`src/rtl/fm_pkg.sv`:
```
package fm_pkg;
  localparam int OFF_CTRL   = 'h00;
  localparam int OFF_COUNT  = 'h0C;
  localparam int OFF_STATUS = 'h10;

  localparam int CTRL_WIN_LSB = 0;
  localparam int CTRL_EN_BIT  = 24;
  localparam int CTRL_CH_LSB  = 26;
  localparam int STAT_VLD_BIT = 0;
  localparam int STAT_RUN_BIT = 8;

  typedef enum logic [1:0] {
    ST_IDLE  = 2'd0,
    ST_ALIGN = 2'd1,
    ST_COUNT = 2'd2,
    ST_DONE  = 2'd3
  } meter_state_e;
endpackage

```
`src/rtl/fm_edge_sync.sv`:
```
module fm_edge_sync #(
  parameter int NUM_CH = 4
) (
  input  logic              clk,
  input  logic              rst_n,
  input  logic [NUM_CH-1:0] async_clk,
  output logic [NUM_CH-1:0] rise
);
  for (genvar g = 0; g < NUM_CH; g++) begin : g_chan
    logic [2:0] stage;
    always_ff @(posedge clk or negedge rst_n) begin
      if (!rst_n) stage <= '0;
      else        stage <= {stage[1:0], async_clk[g]};
    end
    assign rise[g] = stage[1] & ~stage[2];
  end
endmodule

```
`src/rtl/fm_regs.sv`:
```
module fm_regs
  import fm_pkg::*;
#(
  parameter int ADDR_W = 5,
  parameter int DATA_W = 32,
  parameter int WIN_W  = 24,
  parameter int SEL_W  = 2,
  parameter int RES_W  = 32
) (
  input  logic              clk,
  input  logic              rst_n,
  input  logic [ADDR_W-1:0] bus_addr,
  input  logic              bus_wen,
  input  logic [DATA_W-1:0] bus_wdata,
  output logic [DATA_W-1:0] bus_rdata,
  output logic [WIN_W-1:0]  win_o,
  output logic              en_o,
  output logic [SEL_W-1:0]  sel_o,
  output logic              run_o,
  input  logic              valid_i,
  input  logic [RES_W-1:0]  count_i
);
  logic wr_ctrl, wr_stat;
  logic unused_wbits;

  assign wr_ctrl = bus_wen && (bus_addr == ADDR_W'(OFF_CTRL));
  assign wr_stat = bus_wen && (bus_addr == ADDR_W'(OFF_STATUS));
  assign unused_wbits = ^bus_wdata;

  always_ff @(posedge clk or negedge rst_n) begin
    if (!rst_n) begin
      win_o <= '0;
      en_o  <= 1'b0;
      sel_o <= '0;
      run_o <= 1'b0;
    end else begin
      if (wr_ctrl) begin
        win_o <= bus_wdata[CTRL_WIN_LSB +: WIN_W];
        en_o  <= bus_wdata[CTRL_EN_BIT];
        sel_o <= bus_wdata[CTRL_CH_LSB +: SEL_W];
      end
      if (wr_stat) run_o <= bus_wdata[STAT_RUN_BIT];
    end
  end

  always_comb begin
    bus_rdata = '0;
    if (bus_addr == ADDR_W'(OFF_CTRL)) begin
      bus_rdata[CTRL_WIN_LSB +: WIN_W] = win_o;
      bus_rdata[CTRL_EN_BIT]           = en_o;
      bus_rdata[CTRL_CH_LSB +: SEL_W]  = sel_o;
    end else if (bus_addr == ADDR_W'(OFF_STATUS)) begin
      bus_rdata[STAT_RUN_BIT] = run_o;
      bus_rdata[STAT_VLD_BIT] = valid_i;
    end else if (bus_addr == ADDR_W'(OFF_COUNT)) begin
      bus_rdata[RES_W-1:0] = count_i;
    end
  end
endmodule

```
`src/rtl/fm_engine.sv`:
```
module fm_engine
  import fm_pkg::*;
#(
  parameter int NUM_CH = 4,
  parameter int WIN_W  = 24,
  parameter int RES_W  = 32,
  localparam int SEL_W = $clog2(NUM_CH)
) (
  input  logic              clk,
  input  logic              rst_n,
  input  logic              enable,
  input  logic              run_en,
  input  logic [WIN_W-1:0]  window,
  input  logic [SEL_W-1:0]  sel,
  input  logic [NUM_CH-1:0] rise,
  output logic              start,
  output logic              valid,
  output logic [RES_W-1:0]  result,
  output logic [RES_W-1:0]  ref_cnt
);
  localparam logic [RES_W-1:0] CNT_MAX = '1;

  meter_state_e      state;
  logic              en_q;
  logic [SEL_W-1:0]  ch_q;
  logic [WIN_W-1:0]  edges;
  logic [WIN_W-1:0]  edges_nxt;
  logic [RES_W-1:0]  ref_inc;
  logic              pulse;

  assign start     = enable & ~en_q;
  assign pulse     = rise[ch_q];
  assign edges_nxt = edges + 1'b1;
  assign ref_inc   = (ref_cnt == CNT_MAX) ? CNT_MAX : ref_cnt + 1'b1;

  always_ff @(posedge clk or negedge rst_n) begin
    if (!rst_n) begin
      state   <= ST_IDLE;
      en_q    <= 1'b0;
      ch_q    <= '0;
      edges   <= '0;
      ref_cnt <= '0;
      valid   <= 1'b0;
      result  <= '0;
    end else begin
      en_q <= enable;
      if (start) begin
        state   <= ST_ALIGN;
        ch_q    <= sel;
        edges   <= '0;
        ref_cnt <= '0;
        valid   <= 1'b0;
        result  <= '0;
      end else if (!enable) begin
        state <= ST_IDLE;
      end else begin
        unique case (state)
          ST_ALIGN: if (run_en && pulse) begin
            state   <= ST_COUNT;
            edges   <= '0;
            ref_cnt <= '0;
          end
          ST_COUNT: if (run_en) begin
            ref_cnt <= ref_inc;
            if (pulse) begin
              edges <= edges_nxt;
              if (edges_nxt == window) begin
                result <= ref_inc;
                valid  <= 1'b1;
                state  <= ST_DONE;
              end
            end
          end
          default: ;
        endcase
      end
    end
  end
endmodule

```
`src/rtl/clk_freq_meter.sv`:
```
module clk_freq_meter #(
  parameter int NUM_CH = 4,
  parameter int ADDR_W = 5,
  parameter int DATA_W = 32,
  parameter int WIN_W  = 24,
  parameter int RES_W  = 32
) (
  input  logic              clk,
  input  logic              rst_n,
  input  logic [NUM_CH-1:0] mon_clk,
  input  logic [ADDR_W-1:0] bus_addr,
  input  logic              bus_wen,
  input  logic [DATA_W-1:0] bus_wdata,
  output logic [DATA_W-1:0] bus_rdata
);
  localparam int SEL_W = $clog2(NUM_CH);

  logic [WIN_W-1:0]  win;
  logic              en;
  logic [SEL_W-1:0]  sel;
  logic              run_en;
  logic [NUM_CH-1:0] rise;
  logic              start;
  logic              meas_valid;
  logic [RES_W-1:0]  meas_result;
  logic [RES_W-1:0]  ref_cnt;

  fm_edge_sync #(.NUM_CH(NUM_CH)) u_sync (
    .clk(clk), .rst_n(rst_n), .async_clk(mon_clk), .rise(rise)
  );

  fm_regs #(
    .ADDR_W(ADDR_W), .DATA_W(DATA_W), .WIN_W(WIN_W), .SEL_W(SEL_W), .RES_W(RES_W)
  ) u_regs (
    .clk(clk), .rst_n(rst_n), .bus_addr(bus_addr), .bus_wen(bus_wen),
    .bus_wdata(bus_wdata), .bus_rdata(bus_rdata), .win_o(win), .en_o(en),
    .sel_o(sel), .run_o(run_en), .valid_i(meas_valid), .count_i(meas_result)
  );

  fm_engine #(.NUM_CH(NUM_CH), .WIN_W(WIN_W), .RES_W(RES_W)) u_engine (
    .clk(clk), .rst_n(rst_n), .enable(en), .run_en(run_en), .window(win),
    .sel(sel), .rise(rise), .start(start), .valid(meas_valid),
    .result(meas_result), .ref_cnt(ref_cnt)
  );
endmodule

```
`config.mk`:
```
export PLATFORM = sky130hd
export DESIGN_NAME = clk_freq_meter
export DESIGN_NICKNAME = d
export VERILOG_FILES = /design/src/rtl/fm_pkg.sv /design/src/rtl/fm_edge_sync.sv /design/src/rtl/fm_regs.sv /design/src/rtl/fm_engine.sv /design/src/rtl/clk_freq_meter.sv
export SDC_FILE = /design/constraint.sdc
export NUM_CORES = 1
export LEC_CHECK = 0
export ABC_AREA = 1
export BUFFER_PORTS_ARGS = -buffer_cell sky130_fd_sc_hd__buf_4
export CAP_MARGIN = 40
export CELL_PAD_IN_SITES_DETAIL_PLACEMENT = 0
export CELL_PAD_IN_SITES_GLOBAL_PLACEMENT = 1
export CORE_AREA = 4 4 163 118
export CTS_BUF_LIST = sky130_fd_sc_hd__clkbuf_2 sky130_fd_sc_hd__clkbuf_4 sky130_fd_sc_hd__clkbuf_8
export CTS_CLUSTER_SIZE = 24
export DETAILED_ROUTE_END_ITERATION = 12
export DIE_AREA = 0 0 167 122
export PLACE_DENSITY_LB_ADDON = 0.1
export SETUP_SLACK_MARGIN = 0.2
export SYNTH_ARGS = -nofsm -noshare
export SYNTH_HDL_FRONTEND = slang
export SYNTH_HIERARCHICAL = 1
export SYNTH_SLANG_ARGS = --single-unit
export TNS_END_PERCENT = 10
```
`constraint.sdc`:
```
create_clock -name clk -period 3.1 [get_ports clk]
set_input_delay 0.62 -clock clk [delete_from_list [all_inputs] [get_ports clk]]
set_output_delay 0.62 -clock clk [all_outputs]
set_load 0.02 [all_outputs]
```
# Word level (Yosys, flattened, before mapping)
# Index checks and enable logic that the tools add are counted.
[word_totals]
word_cells = 98
reg_bits = 134
out_inout_bits = 32
inputBits = 44
[op_classes]
mux = 42
n_lt_le_gt_ge = 1
bitwise_logic = 10
add_sub_neg = 2
n_reduce_logical = 14
n_eq_ne = 14
[op_table]
columns = ["operator", "n"]
rows = [
  ["32-bit two-way mux", 12],
  ["24-bit two-way mux", 5],
  ["32-bit case mux with 2 select lines", 1],
  ["24-bit case mux with 2 select lines", 1],
  ["32-bit by 1-bit adder with 32-bit output, second input constant", 1],
  ["32-bit == test, second input constant", 1],
  ["25-bit two-way mux", 1],
  ["24-bit by 1-bit adder with 24-bit output, second input constant", 1],
  ["24-bit == test", 1],
  ["23-bit two-way mux", 1],
  ["5-bit AND reduction", 3],
  ["2-bit two-way mux", 7],
  ["4-bit by 3-bit != test with 1-bit output, second input constant", 3],
  ["1-bit two-way mux", 10],
  ["2-bit nonzero test", 5],
  ["7-bit two-way mux", 1],
  ["3-bit by 2-bit != test with 1-bit output, second input constant", 2],
  ["1-bit AND", 5],
  ["5-bit by 4-bit == test with 1-bit output, second input constant", 1],
  ["5-bit == test, second input constant", 1],
  ["5-bit logical NOT", 1],
  ["1-bit NOT", 5],
  ["4-bit two-way mux", 1],
  ["4-bit by 2-bit != test with 1-bit output, second input constant", 1],
  ["10 further kinds", 12],
]

# Longest topological paths before layout
# Gate-level depths: netlist of run 1.
[logic_depth]
word_depth = 9
ltp_mapped = 20
ltp_nobuf = 20

# Modules after synthesis
# Netlist of run 1, hierarchy kept.
[modules_own_cells]
columns = ["module", "cells_each", "area_per_inst_um2", "instances", "seq_area_each_um2"]
rows = [
  ["fm_engine", 842, 5721.7, 1, 2352.3],
  ["fm_regs", 231, 1747.9, 1, 700.7],
  ["fm_edge_sync", 20, 340.3, 1, 300.3],
]

# Worst setup path after synthesis of run 1
# Ideal clock, no wire load.
[synth_timing]
path_type = "register to register"
startpoint = "register u_engine.edges[0]"
endpoint = "register u_engine.result[24]"
t_arrival_ns = 2.148
stages_incl_launch_ff = 20
period_less_slack_ns = 2.273
setup_time_ns = 0.125
n_path_buf = 1
t_required_ns = 2.975
slack_ns = 0.827
path_cell_list = "dfrtp_1 -> ha_1 -> nand3_1 -> inv_2 -> nand2_1 -> nor2_1 -> nand2_1 -> nand2_1 -> nand2_1 -> nand2_1 -> nand2_1 -> nor2_1 -> nand2_1 -> nor2_1 -> nand3_1 -> nand2_4 -> inv_4 -> buf_6 -> nand2_1 -> o21ai_2"
[synth_between]
elab_chain_cells = 4
[synth_lines]
columns = ["item", "line_no", "rtl"]
rows = [
  ["start: declaration", "fm_engine.sv:26", "logic [WIN_W-1:0] edges;"],
  ["start signal: assignment", "fm_engine.sv:66", "edges <= edges_nxt;"],
  ["24-bit by 1-bit adder with 24-bit output", "fm_engine.sv:33", "assign edges_nxt = edges + 1'b1;"],
  ["24-bit == test", "fm_engine.sv:67", "if (edges_nxt == window) begin"],
  ["2-bit nonzero test (no line)", "-", ""],
  ["5-bit AND reduction (no line)", "-", ""],
  ["end signal: assignment", "fm_engine.sv:68", "result <= ref_inc;"],
  ["end: declaration", "fm_engine.sv:18", "output logic [RES_W-1:0] result,"],
]
# Every way passes these cells.
# A chain may end at the register's enable or synchronous reset.

# Worst setup path after layout of run 1
[layout_timing]
startpoint = "register u_engine.edges[2]"
endpoint = "register u_engine.result[21]"
# Same word-level chain as after synthesis.

==> results of run 1 <==
final cells by class:
type	count	area (um2)
inverters	142	539
well taps	236	295
fillers	1821	8530
clock inverters	15	244
flip-flops and latches	134	3360
multi-input cells	785	3730
clock buffers	17	234
repair buffers	97	773
worst min path at each step:
stage,end,slack (ns),depth (start not counted)
2_1_floorplan,u_engine/ch_q[0]$_DFFE_PN0P_,0.32,0
3_3_place_gp,u_sync/g_chan[0].stage[1]$_DFF_PN0_,0.34,0
3_5_place_dp,u_sync/g_chan[0].stage[1]$_DFF_PN0_,0.34,0
4_1_cts,u_engine/ref_cnt[27]$_DFFE_PN0P_,0.14,1
5_1_grt,u_engine/ref_cnt[27]$_DFFE_PN0P_,0.15,1
6_report,u_engine/ref_cnt[27]$_DFFE_PN0P_,0.12,1
report_power, final:
part	switching [mW]	leakage (nW)	internal (mW)
combinational	0.397	2.38	0.203
clock	0.793	0.237	0.983
sequential	0.123	1.81	1.86
total	1.31	4.42	3.04
sequential cells by signal (all words and copies together) (netlist names):
signal / count
u_engine/ref_cnt: 32
u_sync/g_chan.stage: 12
u_engine/valid: 1
u_engine/en_q: 1
u_regs/run_o: 1
u_engine/state: 2
u_engine/ch_q: 2
u_regs/win_o: 24
u_regs/sel_o: 2
u_engine/edges: 24
u_regs/en_o: 1
u_engine/result: 32
worst max-delay path, cell delays in order (launching register included):
cell     delay, ns
dfrtp_1       0.45
nand2_1       0.12
nor2_4        0.22
nand2_1       0.19
nor2_1        0.21
nand3_1       0.12
nand3_1       0.10
nand2_1       0.05
nor2_1        0.16
nand2_1       0.07
nor2_1        0.21
nand3_1       0.15
nand2_4       0.15
buf_4         0.18
nand3_1       0.12
nand2_1       0.09
metrics by stage:
stage                     instance area (um2)  utilization, %  cells  setup slack (ns)  total power [mW]
after floorplan                          7810               -   1093             0.827              2.35
after global placement                   8650            48.9   1393             0.261              2.61
after detailed placement                 8650            48.9   1393             0.215              2.61
after CTS                                9130            51.6   1425             0.280              4.39
after global routing                     9170            51.8   1426             0.184              4.58
final                                    9170            51.8   1426             0.427              4.36
per-layer routing:
layer  vias to the layer above  track usage, %  wire (um)
li1                       3650               -          -
met1                      3339            39.1      12600
met2                       207            31.3       8950
met3                        14            4.48       1590
met4                         0            5.16        186
met5                         -               0          0
cells by family after synthesis:
group                    count (synthesis)  synth area share (%)
flip-flops                             134                  42.9
buffers and inverters                  174                  9.55
AND/OR/NAND/NOR                        661                  37.0
XOR/XNOR                                17                  2.08
AO/OA/AOI/OAI                          103                  7.80
adder cells (fa/ha/maj)                  4                 0.641
Yosys cell counts:
| library cell | instances |
|---|---|
| a22o_1 | 1 |
| xnor2_1 | 2 |
| o21ai_1 | 18 |
| and2_1 | 1 |
| a211oi_1 | 1 |
| buf_6 | 7 |
| ha_1 | 4 |
| a21oi_1 | 2 |
| buf_4 | 3 |
| nor2_1 | 75 |
| buf_2 | 12 |
| o21ai_0 | 41 |
| nand2_1 | 395 |
| clkbuf_1 | 9 |
| nor2_4 | 3 |
| o21ai_2 | 14 |
| dfrtp_1 | 134 |
| o22ai_1 | 24 |
| nand4_1 | 17 |
| nor3_1 | 20 |
| nor2_2 | 8 |
| xnor3_1 | 1 |
| inv_4 | 1 |
| nand3b_1 | 8 |
| xor2_1 | 14 |
| nand2_4 | 2 |
| nand3_2 | 7 |
| o21bai_1 | 1 |
| nand4_4 | 1 |
| o211ai_1 | 1 |
| inv_1 | 137 |
| or2_2 | 2 |
| nand3_1 | 119 |
| clkinv_1 | 1 |
| inv_2 | 3 |
| buf_8 | 1 |
| nor2_8 | 2 |
| nand2_2 | 1 |
timing repair:
action,CTS,global route
resized for setup,1,6
endpoints found under the hold margin,0,0
pin swaps,0,1
setup buffers,0,1
cloned,0,0
setup endpoints to repair,7,35
==> qor.yml, run 1 <==
logic_synthesis:
  yosysUniqueCellTypes: 38
  avgSynthCellArea_um2: 7.15
  netlist_instances: 1093
  yosysSeqAreaShare_pct: 42.9
  synth_top_area_cell: "dfrtp_1"
  yosys-top-cells-area: "dfrtp_1, nand2_1, nand3_1"
  synth_top_area_share_pct: 42.9
  syn_nets: 1141
  netlist_area_um2: 7810
  ys_warn_count: 6
  synth_seq_cells: 134
floorplan:
  die_w_um: 167
  ios: 76
  placementRows: 41
  fp.dieArea_um2: 20400
  coreArea_um2: 17700
  initial_utilization_pct: 44.1
  die_h_um: 122
critical_path:
  ff2ff_setup_slack_ns: 0.43
  end_kind: "register"
  rr_worst_depth: 15
  cp.arrival_ns: 3.06
  critPathKind: "reg2reg"
  crit_required_ns: 3.49
  path_max_fanout: 7
  r2r_end: "u_engine/result[21]$_DFFE_PN0P_"
  worstReg2RegStart: "u_engine/edges[2]$_DFFE_PN0P_"
  startpoint_type: "register"
  crit_end: "u_engine/result[21]$_DFFE_PN0P_"
  critPathLaunch: "u_engine/edges[2]$_DFFE_PN0P_"
timing:
  worst_pin_slew_ns: 0.596
  period_needed_ns: 2.67
  rsz0062_at_grt: "yes"
  timing.hold.ws_ns: 0.123
  setup-violations-final: 0
  slew_viol_final: 0
  final_hold_viol_count: 0
  fmax_mhz: 374
  period_share_pct: 86.2
  skew_ns: 0.0144
  tns_ns: 0
  maxSlewHeadroom_pct: 60.2
grt:
  overflow: 0
  antenna_found_initial: 0
  grt_pass1_wl_um: 37300
  grt_pass1_vias: 6721
  grt_start_max_net_pins: 61
  grt_usage_pct: 23.7
clock_tree:
  holdBufCountCts: 0
  root_buffer: "clkbuf_8"
  worstSkewPairLatency_ns: 0.46
  cts_buffers: 17
  clock_path_buffers: 2
  cts_tree: "built"
  cts_sinks: 134
  path_clk_slew_ns: 0.09
  htree_levels: 4
power:
  p_leak_nw: 4.42
  power.density_nw_per_um2: 475
  peakVddDrop_mv: 0.247
route:
  drcViolationCount: 0
  drt-total-wl_um: 23400
  drtIter0Drc: 625
  vias_per_cell: 5.06
  dr.pass1.iters: 5
  num_vias: 7210
  routedWlPerCell_um: 16.4
  ant_nets: 0
place:
  port_buffers: 70
  place.gp.congestion: 0.868
  dp_hpwl_um: 17200
final_layout:
  n_antenna_cell: 0
  drive_gt1_share_pct: 15.1
  syn2layout_area_growth_pct: 17.4
  fin_nets: 1225
  final_cell_mix: "nand2_1, inv_1, dfrtp_1, nand3_1, buf_4"
  final_common_cell: "nand2_1"
min_path:
  hold_path.class: "in2async"
job:
  cap_violations: 0
outcome:
  status: "finished, final reports clean"
Power figures use the tool's default switching activity.
==> inputs of run 2 (changes only) <==
--- a/config.mk
+++ b/config.mk
@@ -15,7 +15,8 @@
 export CTS_CLUSTER_SIZE = 24
 export DETAILED_ROUTE_END_ITERATION = 12
 export DIE_AREA = 0 0 167 122
-export PLACE_DENSITY_LB_ADDON = 0.1
+export GPL_TIMING_DRIVEN = 0
+export PLACE_DENSITY = 0.88
 export SETUP_SLACK_MARGIN = 0.2
 export SYNTH_ARGS = -nofsm -noshare
 export SYNTH_HDL_FRONTEND = slang
==> qor.yml, run 2 (synthesis gave the netlist of run 1 again) <==
outcome:
  status: "finished, final reports clean"
clock_tree:
  htree_levels: 4  # unchanged
  cts_sinks: 134  # unchanged
  holdBufCountCts: 0  # unchanged
  path_clk_slew_ns: 0.10  # about the same
  worstSkewPairLatency_ns: 0.46  # about the same
  cts_tree: "built"
  clock_path_buffers: 2  # unchanged
  root_buffer: "clkbuf_8"
  cts_buffers: 17  # unchanged
critical_path:
  path_max_fanout: 10  # +3
  ff2ff_setup_slack_ns: 0.32  # -0.10 ns
  crit_top_cell: "nand2_1"
  startpoint_type: "register"
  crit_required_ns: 3.44  # -0.05 ns
  slowest_stage: "dfrtp_2"
  rr_worst_depth: 17  # +2
  worstReg2RegStart: "u_engine/edges[0]$_DFFE_PN0P_"
  cp.arrival_ns: 3.12  # +0.06 ns
  r2r_end: "u_engine/result[24]$_DFFE_PN0P_"
  critPathKind: "reg2reg"
  path_cells: "ha_4 > nand3_2 > inv_2 > nand3_1 > nor2_1 > nand2_1 > nand3_1 > nand2_1 > nor2_1 > nand2_1 > nor2_1 > nand3_1 > nand2_4 > inv_4 > buf_6 > nand2_1 > o21ai_2"
  critPathMaxStageDelay_ns: 0.46  # about the same
  end_kind: "register"
final_layout:
  syn2layout_area_growth_pct: 17.3  # about the same
  postLayoutCellArea_um2: 9160  # about the same
  fin_nets: 1235  # +0.82%
  reg.largest.list: "u_engine/ref_cnt: 32 flops, u_engine/result: 32 flops"
  final_common_cell: "nand2_1"
  fillers: 1764  # -3.1%
  final_cell_mix: "nand2_1, inv_1, dfrtp_1, nand3_1, buf_4"
  n_antenna_cell: 0  # unchanged
  fin_cells: 1436  # +0.70%
  drive_gt1_share_pct: 15.8  # +0.71 points
route:
  dr_wl_met3_um: 1890  # +18%
  ant_nets: 0  # unchanged
  routedWlPerCell_um: 16.4  # +0.19%
  wl_met2_um: 8940  # -0.11%
  met1Wirelength_um: 12600  # -0.41%
  top_layer_used: "met4"
  drcViolationCount: 0  # unchanged
  drtIter0Drc: 722  # +16%
  num_vias: 7488  # +3.9%
  dr.pass1.iters: 5  # unchanged
  vias_per_cell: 5.21  # +3.1%
  drt-total-wl_um: 23600  # +0.89%
grt:
  grt_pass1_vias: 6596  # -1.9%
  overflow: 0  # unchanged
  antenna_found_initial: 0  # unchanged
  grt_start_max_net_pins: 81  # +33%
  grt_pass1_wl_um: 37000  # -0.79%
  grt_usage_pct: 23.4  # -0.24 points
timing:
  slew_viol_final: 0  # unchanged
  setup-violations-final: 0  # unchanged
  maxSlewHeadroom_pct: 55.5  # -4.7 points
  final_hold_viol_count: 0  # unchanged
  fmax_mhz: 360  # -3.8%
  timing.hold.ws_ns: 0.110  # -0.0133 ns
  skew_ns: 0.0158  # +0.00138 ns
  period_needed_ns: 2.78  # +0.104 ns
  period_share_pct: 89.6  # +3.4 points
  rsz0062_at_grt: "yes"
  worst_pin_slew_ns: 0.667  # +0.0708 ns
place:
  place.gp.congestion: 0.893  # +2.9%
  port_buffers: 70  # unchanged
  dpl.cell_count: 1400  # +0.50%
  place_area_um2: 8660  # +0.12%
  dp_hpwl_um: 18100  # +5.4%
floorplan:
  ios: 76  # unchanged
  fp.dieArea_um2: 20400  # unchanged
  initial_utilization_pct: 44.1  # unchanged
  placementRows: 41  # unchanged
  die_w_um: 167  # unchanged
  die_h_um: 122  # unchanged
  coreArea_um2: 17700  # unchanged
power:
  p_clk_share_pct: 35.7  # -5.1 points
  power_switching_mw: 1.38  # +5.4%
  p_leak_nw: 4.40  # -0.43%
  power.internal_mw: 2.68  # -12%
  swShare_pct: 34.1  # +3.9 points
  peakVddDrop_mv: 0.286  # +16%
  p_seq_share_pct: 48.8  # +3.4 points
  p_total_mw: 4.06  # -6.8%
  combPwrFrac_pct: 15.4  # +1.6 points
  power.density_nw_per_um2: 443  # -6.7%
job:
  cap_violations: 0  # unchanged
min_path:
  hold_path.class: "in2async"
run 2: worst max path at each step:
stage | end | startpoint
after CTS | u_engine/result[11]$_DFFE_PN0P_ | u_engine/edges[0]$_DFFE_PN0P_
after floorplan | u_engine/result[24]$_DFFE_PN0P_ | u_engine/edges[0]$_DFFE_PN0P_
after detailed placement | u_engine/result[11]$_DFFE_PN0P_ | u_engine/edges[0]$_DFFE_PN0P_
after global placement | u_engine/result[11]$_DFFE_PN0P_ | u_engine/edges[0]$_DFFE_PN0P_
final | u_engine/result[24]$_DFFE_PN0P_ | u_engine/edges[0]$_DFFE_PN0P_
after global routing | u_engine/ref_cnt[13]$_DFFE_PN0P_ | u_sync/g_chan[3].stage[1]$_DFF_PN0_
run 2: power by group through the flow:
stage	clock (mW)	combinational (mW)	sequential, mW
2_1_floorplan	0	0.385	1.96
3_3_place_gp	0	0.600	2.01
3_5_place_dp	0	0.610	2.01
4_1_cts	1.49	0.615	1.98
5_1_grt	1.58	0.698	2.00
6_report	1.45	0.627	1.98
run 2: area by class of cell:
class | count | area, um2 | share of cell area, %
timing repair buffer | 75 | 599 | 6.54
tap | 236 | 295 | 3.22
multi-input combinational | 785 | 3770 | 41.1
buffer | 32 | 213 | 2.32
clock inverter | 15 | 156 | 1.71
inverter | 142 | 539 | 5.89
clock buffer | 17 | 234 | 2.55
sequential | 134 | 3360 | 36.6
run 2: what timing repair did:
item,in CTS,in global routing
gates resized for setup,4,17
pin swaps,0,1
setup endpoints to repair,35,83
setup buffers,0,4
endpoints found under the hold margin,0,0
run 2: stage by stage:
step	TNS, ns	setup WS (ns)	utilization [%]
finish	0	0.322	51.8
global placement	-1.34	-0.0682	48.8
global route	0	0.138	51.8
floorplan	0	0.827	-
detailed placement	-1.22	-0.0874	48.9
CTS	0	0.226	51.2
run 2: metal layers:
metal  GRT usage [%]  vias to the layer above
li1                -                     3687
met1            39.5                     3531
met3            5.38                       13
met4            4.04                        0
met5               0                        -
met2            29.9                      257
run 2: critical path: cells and delay by family (launching register included):
kind | cells | cell delay (ns)
compound gates | 1 | 0.05
flops | 1 | 0.46
fa+ha+maj | 1 | 0.24
simple gates | 12 | 1.54
buf+inv | 3 | 0.37
==> inputs of run 3 (changes only) <==
--- a/config.mk
+++ b/config.mk
@@ -5,16 +5,16 @@
 export SDC_FILE = /design/constraint.sdc
 export NUM_CORES = 1
 export LEC_CHECK = 0
-export ABC_AREA = 1
+export ABC_AREA = 0
 export BUFFER_PORTS_ARGS = -buffer_cell sky130_fd_sc_hd__buf_4
 export CAP_MARGIN = 40
 export CELL_PAD_IN_SITES_DETAIL_PLACEMENT = 0
 export CELL_PAD_IN_SITES_GLOBAL_PLACEMENT = 1
-export CORE_AREA = 4 4 163 118
+export CORE_AREA = 4 4 159 115
 export CTS_BUF_LIST = sky130_fd_sc_hd__clkbuf_2 sky130_fd_sc_hd__clkbuf_4 sky130_fd_sc_hd__clkbuf_8
 export CTS_CLUSTER_SIZE = 24
 export DETAILED_ROUTE_END_ITERATION = 12
-export DIE_AREA = 0 0 167 122
+export DIE_AREA = 0 0 163 119
 export GPL_TIMING_DRIVEN = 0
 export PLACE_DENSITY = 0.88
 export SETUP_SLACK_MARGIN = 0.2
==> qor.yml, run 3 <==
clock_tree:
  cts_sinks: 134  # unchanged
  path_clk_slew_ns: 0.09  # about the same
  clock_path_buffers: 2  # unchanged
  worstSkewPairLatency_ns: 0.45  # about the same
  holdBufCountCts: 0  # unchanged
  cts_tree: "built"
  root_buffer: "clkbuf_8"
  htree_levels: 4  # unchanged
  cts_buffers: 17  # unchanged
critical_path:
  cp.arrival_ns: 2.36  # -0.76 ns
  r2r_end: "u_engine/edges[2]$_DFFE_PN0P_"
  ff2ff_setup_slack_ns: 0.22  # -0.10 ns
  critPathKind: "in2out"
  path_cells: "buf_4 > or3_4 > nor3_2 > buf_2 > clkbuf_2 > a22o_1 > buf_4"
  crit_family: "buffers and inverters"
  rr_worst_depth: 10  # -7
  crit_required_ns: 2.48  # -0.96 ns
  critPathMaxStageDelay_ns: 0.42  # -0.04 ns
  crit_buf_inv: 4  # +1
  startpoint_type: "input port"
  slowest_stage: "or3_4"
  worstReg2RegStart: "u_sync/g_chan[3].stage[1]$_DFF_PN0_"
  crit_top_cell: "buf_4"
  end_kind: "primary output"
  path_max_fanout: 10  # unchanged
timing:
  finalWorstSetupSlack_ns: 0.122  # -0.200 ns
  maxSlewHeadroom_pct: 41.0  # -14 points
  rsz0062_at_grt: "yes"
  period_share_pct: 96.1  # +6.5 points
  period_needed_ns: 2.98  # +0.200 ns
  setup-violations-final: 0  # unchanged
  tns_ns: 0  # unchanged
  worst_pin_slew_ns: 0.879  # +0.211 ns
  skew_ns: 0.00819  # -0.00761 ns
  slew_viol_final: 0  # unchanged
  fmax_mhz: 336  # -6.7%
  final_hold_viol_count: 0  # unchanged
route:
  drtIter0Drc: 795  # +10%
  drcViolationCount: 0  # unchanged
  routedWlPerCell_um: 20.3  # +24%
  num_vias: 7223  # -3.5%
  vias_per_cell: 5.95  # +14%
  drt-total-wl_um: 24600  # +4.5%
  dr.pass1.iters: 5  # unchanged
  ant_nets: 0  # unchanged
logic_synthesis:
  synth_top_area_cell: "dfrtp_1"
  netlist_area_um2: 7940  # +1.7%
  synth_top_area_share_pct: 42.2  # -0.70 points
  synthArstFlopShare_pct: 100  # unchanged
  avgSynthCellArea_um2: 9.21  # +29%
  post-synth-top-count-cell: "dfrtp_1"
  yosys-top-cells-area: "dfrtp_1, o21ai_0, a22o_1"
  yosysSeqAreaShare_pct: 42.2  # -0.70 points
  yosysUniqueCellTypes: 61  # +61%
  ys_warn_count: 6  # unchanged
  syn_nets: 910  # -20%
  synth_edf_count: 0  # unchanged
  ys.flop_type: "dfrtp_1"
  netlist_instances: 862  # -21%
  synth_seq_cells: 134  # unchanged
  synth.top_cells.by_count: "dfrtp_1, nand2_1, o21ai_0, nand3_1, inv_1"
floorplan:
  initial_utilization_pct: 47.2  # +3.1 points
  ios: 76  # unchanged
  placementRows: 40  # -2.4%
  fp.dieArea_um2: 19400  # -4.8%
  coreArea_um2: 16800  # -5.0%
  die_w_um: 163  # -2.4%
  die_h_um: 119  # -2.5%
final_layout:
  drive_gt1_share_pct: 22.8  # +7.0 points
  utilization_pct: 56.2  # +4.4 points
  syn2layout_area_growth_pct: 19.0
  reg.largest.list: "u_engine/ref_cnt: 32 flops, u_engine/result: 32 flops"
  final_common_cell: "dfrtp_1"
  fin_cells: 1213  # -16%
  n_antenna_cell: 0  # unchanged
  final_cell_mix: "dfrtp_1, buf_4, nand2_1, o21ai_0, nand3_1"
  fin_nets: 1017  # -18%
place:
  dp_hpwl_um: 18200  # about the same
  place.gp.congestion: 0.942  # +5.5%
  port_buffers: 70  # unchanged
  dpl.cell_count: 1168  # -17%
  place_ws_ns: -0.360  # -0.272 ns
outcome:
  status: "finished, final reports clean"
grt:
  antenna_found_initial: 0  # unchanged
  overflow: 0  # unchanged
  grt_pass1_vias: 6705  # +1.7%
  grt_pass1_wl_um: 38200  # +3.1%
  grt_start_max_net_pins: 73  # -9.9%
  grt_usage_pct: 25.4  # +2.0 points
power:
  p_leak_nw: 4.11  # -6.7%
  power.density_nw_per_um2: 431  # -2.8%
  peakVddDrop_mv: 0.278  # -2.8%
min_path:
  hold_path.class: "in2async"
job:
  cap_violations: 0  # unchanged
run 3: worst max-delay path by stage:
stage                                                   start                               to  slack [ns]  depth (start not counted)
after floorplan                                   bus_addr[4]                    bus_rdata[10]        0.44                          4
after global placement                            bus_addr[4]                     bus_rdata[7]       -0.55                          6
after detailed placement        u_engine/edges[1]$_DFFE_PN0P_  u_engine/result[25]$_DFFE_PN0P_       -0.36                         11
after CTS                 u_sync/g_chan[3].stage[1]$_DFF_PN0_   u_engine/edges[15]$_DFFE_PN0P_        0.02                          9
after global routing                              bus_addr[4]                    bus_rdata[21]        0.08                          7
final                                             bus_addr[4]                    bus_rdata[26]        0.12                          7
run 3: per-stage QoR:
| step | area, um2 | total power [mW] | hold WS (ns) |
|---|---|---|---|
| global route | 9450 | 4.26 | 0.175 |
| detailed placement | 8810 | 2.66 | 0.340 |
| finish | 9450 | 4.07 | 0.146 |
| floorplan | 7940 | 2.38 | 0.324 |
| CTS | 9280 | 4.07 | 0.153 |
| global placement | 8750 | 2.64 | 0.333 |
run 3: cell families (layout without fill, tap and decap cells):
logic type / after synthesis / in the layout / synth area share, %
buffers and inverters: 109 / 229 / 5.70
XOR/XNOR: 55 / 55 / 6.07
AND/OR/NAND/NOR: 287 / 287 / 19.5
multiplexers: 34 / 34 / 5.86
adder cells (fa/ha/maj): 4 / 4 / 0.630
AO/OA/AOI/OAI: 239 / 239 / 20.0
flip-flops: 134 / 134 / 42.2
run 3: power breakdown:
group / internal [mW] / switching, mW
Combinational: 0.290 / 0.409
Clock: 0.591 / 0.812
Sequential: 1.84 / 0.125
run 3: final cells by class:
cell class | count | area, um2
inverters | 46 | 173
multi-input cells | 619 | 4240
fillers | 1537 | 7370
flip-flops and latches | 134 | 3350
repair buffers | 88 | 679
well taps | 231 | 289
plain buffers | 63 | 343
clock buffers | 17 | 234
clock inverters | 15 | 136
run 3: metal layers:
layer,GRT usage [%],up-vias,part of all wire (%)
met2,33.0,333,39
li1,-,3355,-
met3,6.23,26,10
met5,0,-,0
met4,5.34,0,1.1
met1,41.8,3509,50
run 3: timing repair:
action,in CTS,in global routing
pin swaps,5,7
setup buffers,2,11
setup endpoints to repair,108,119
gates resized for setup,28,45
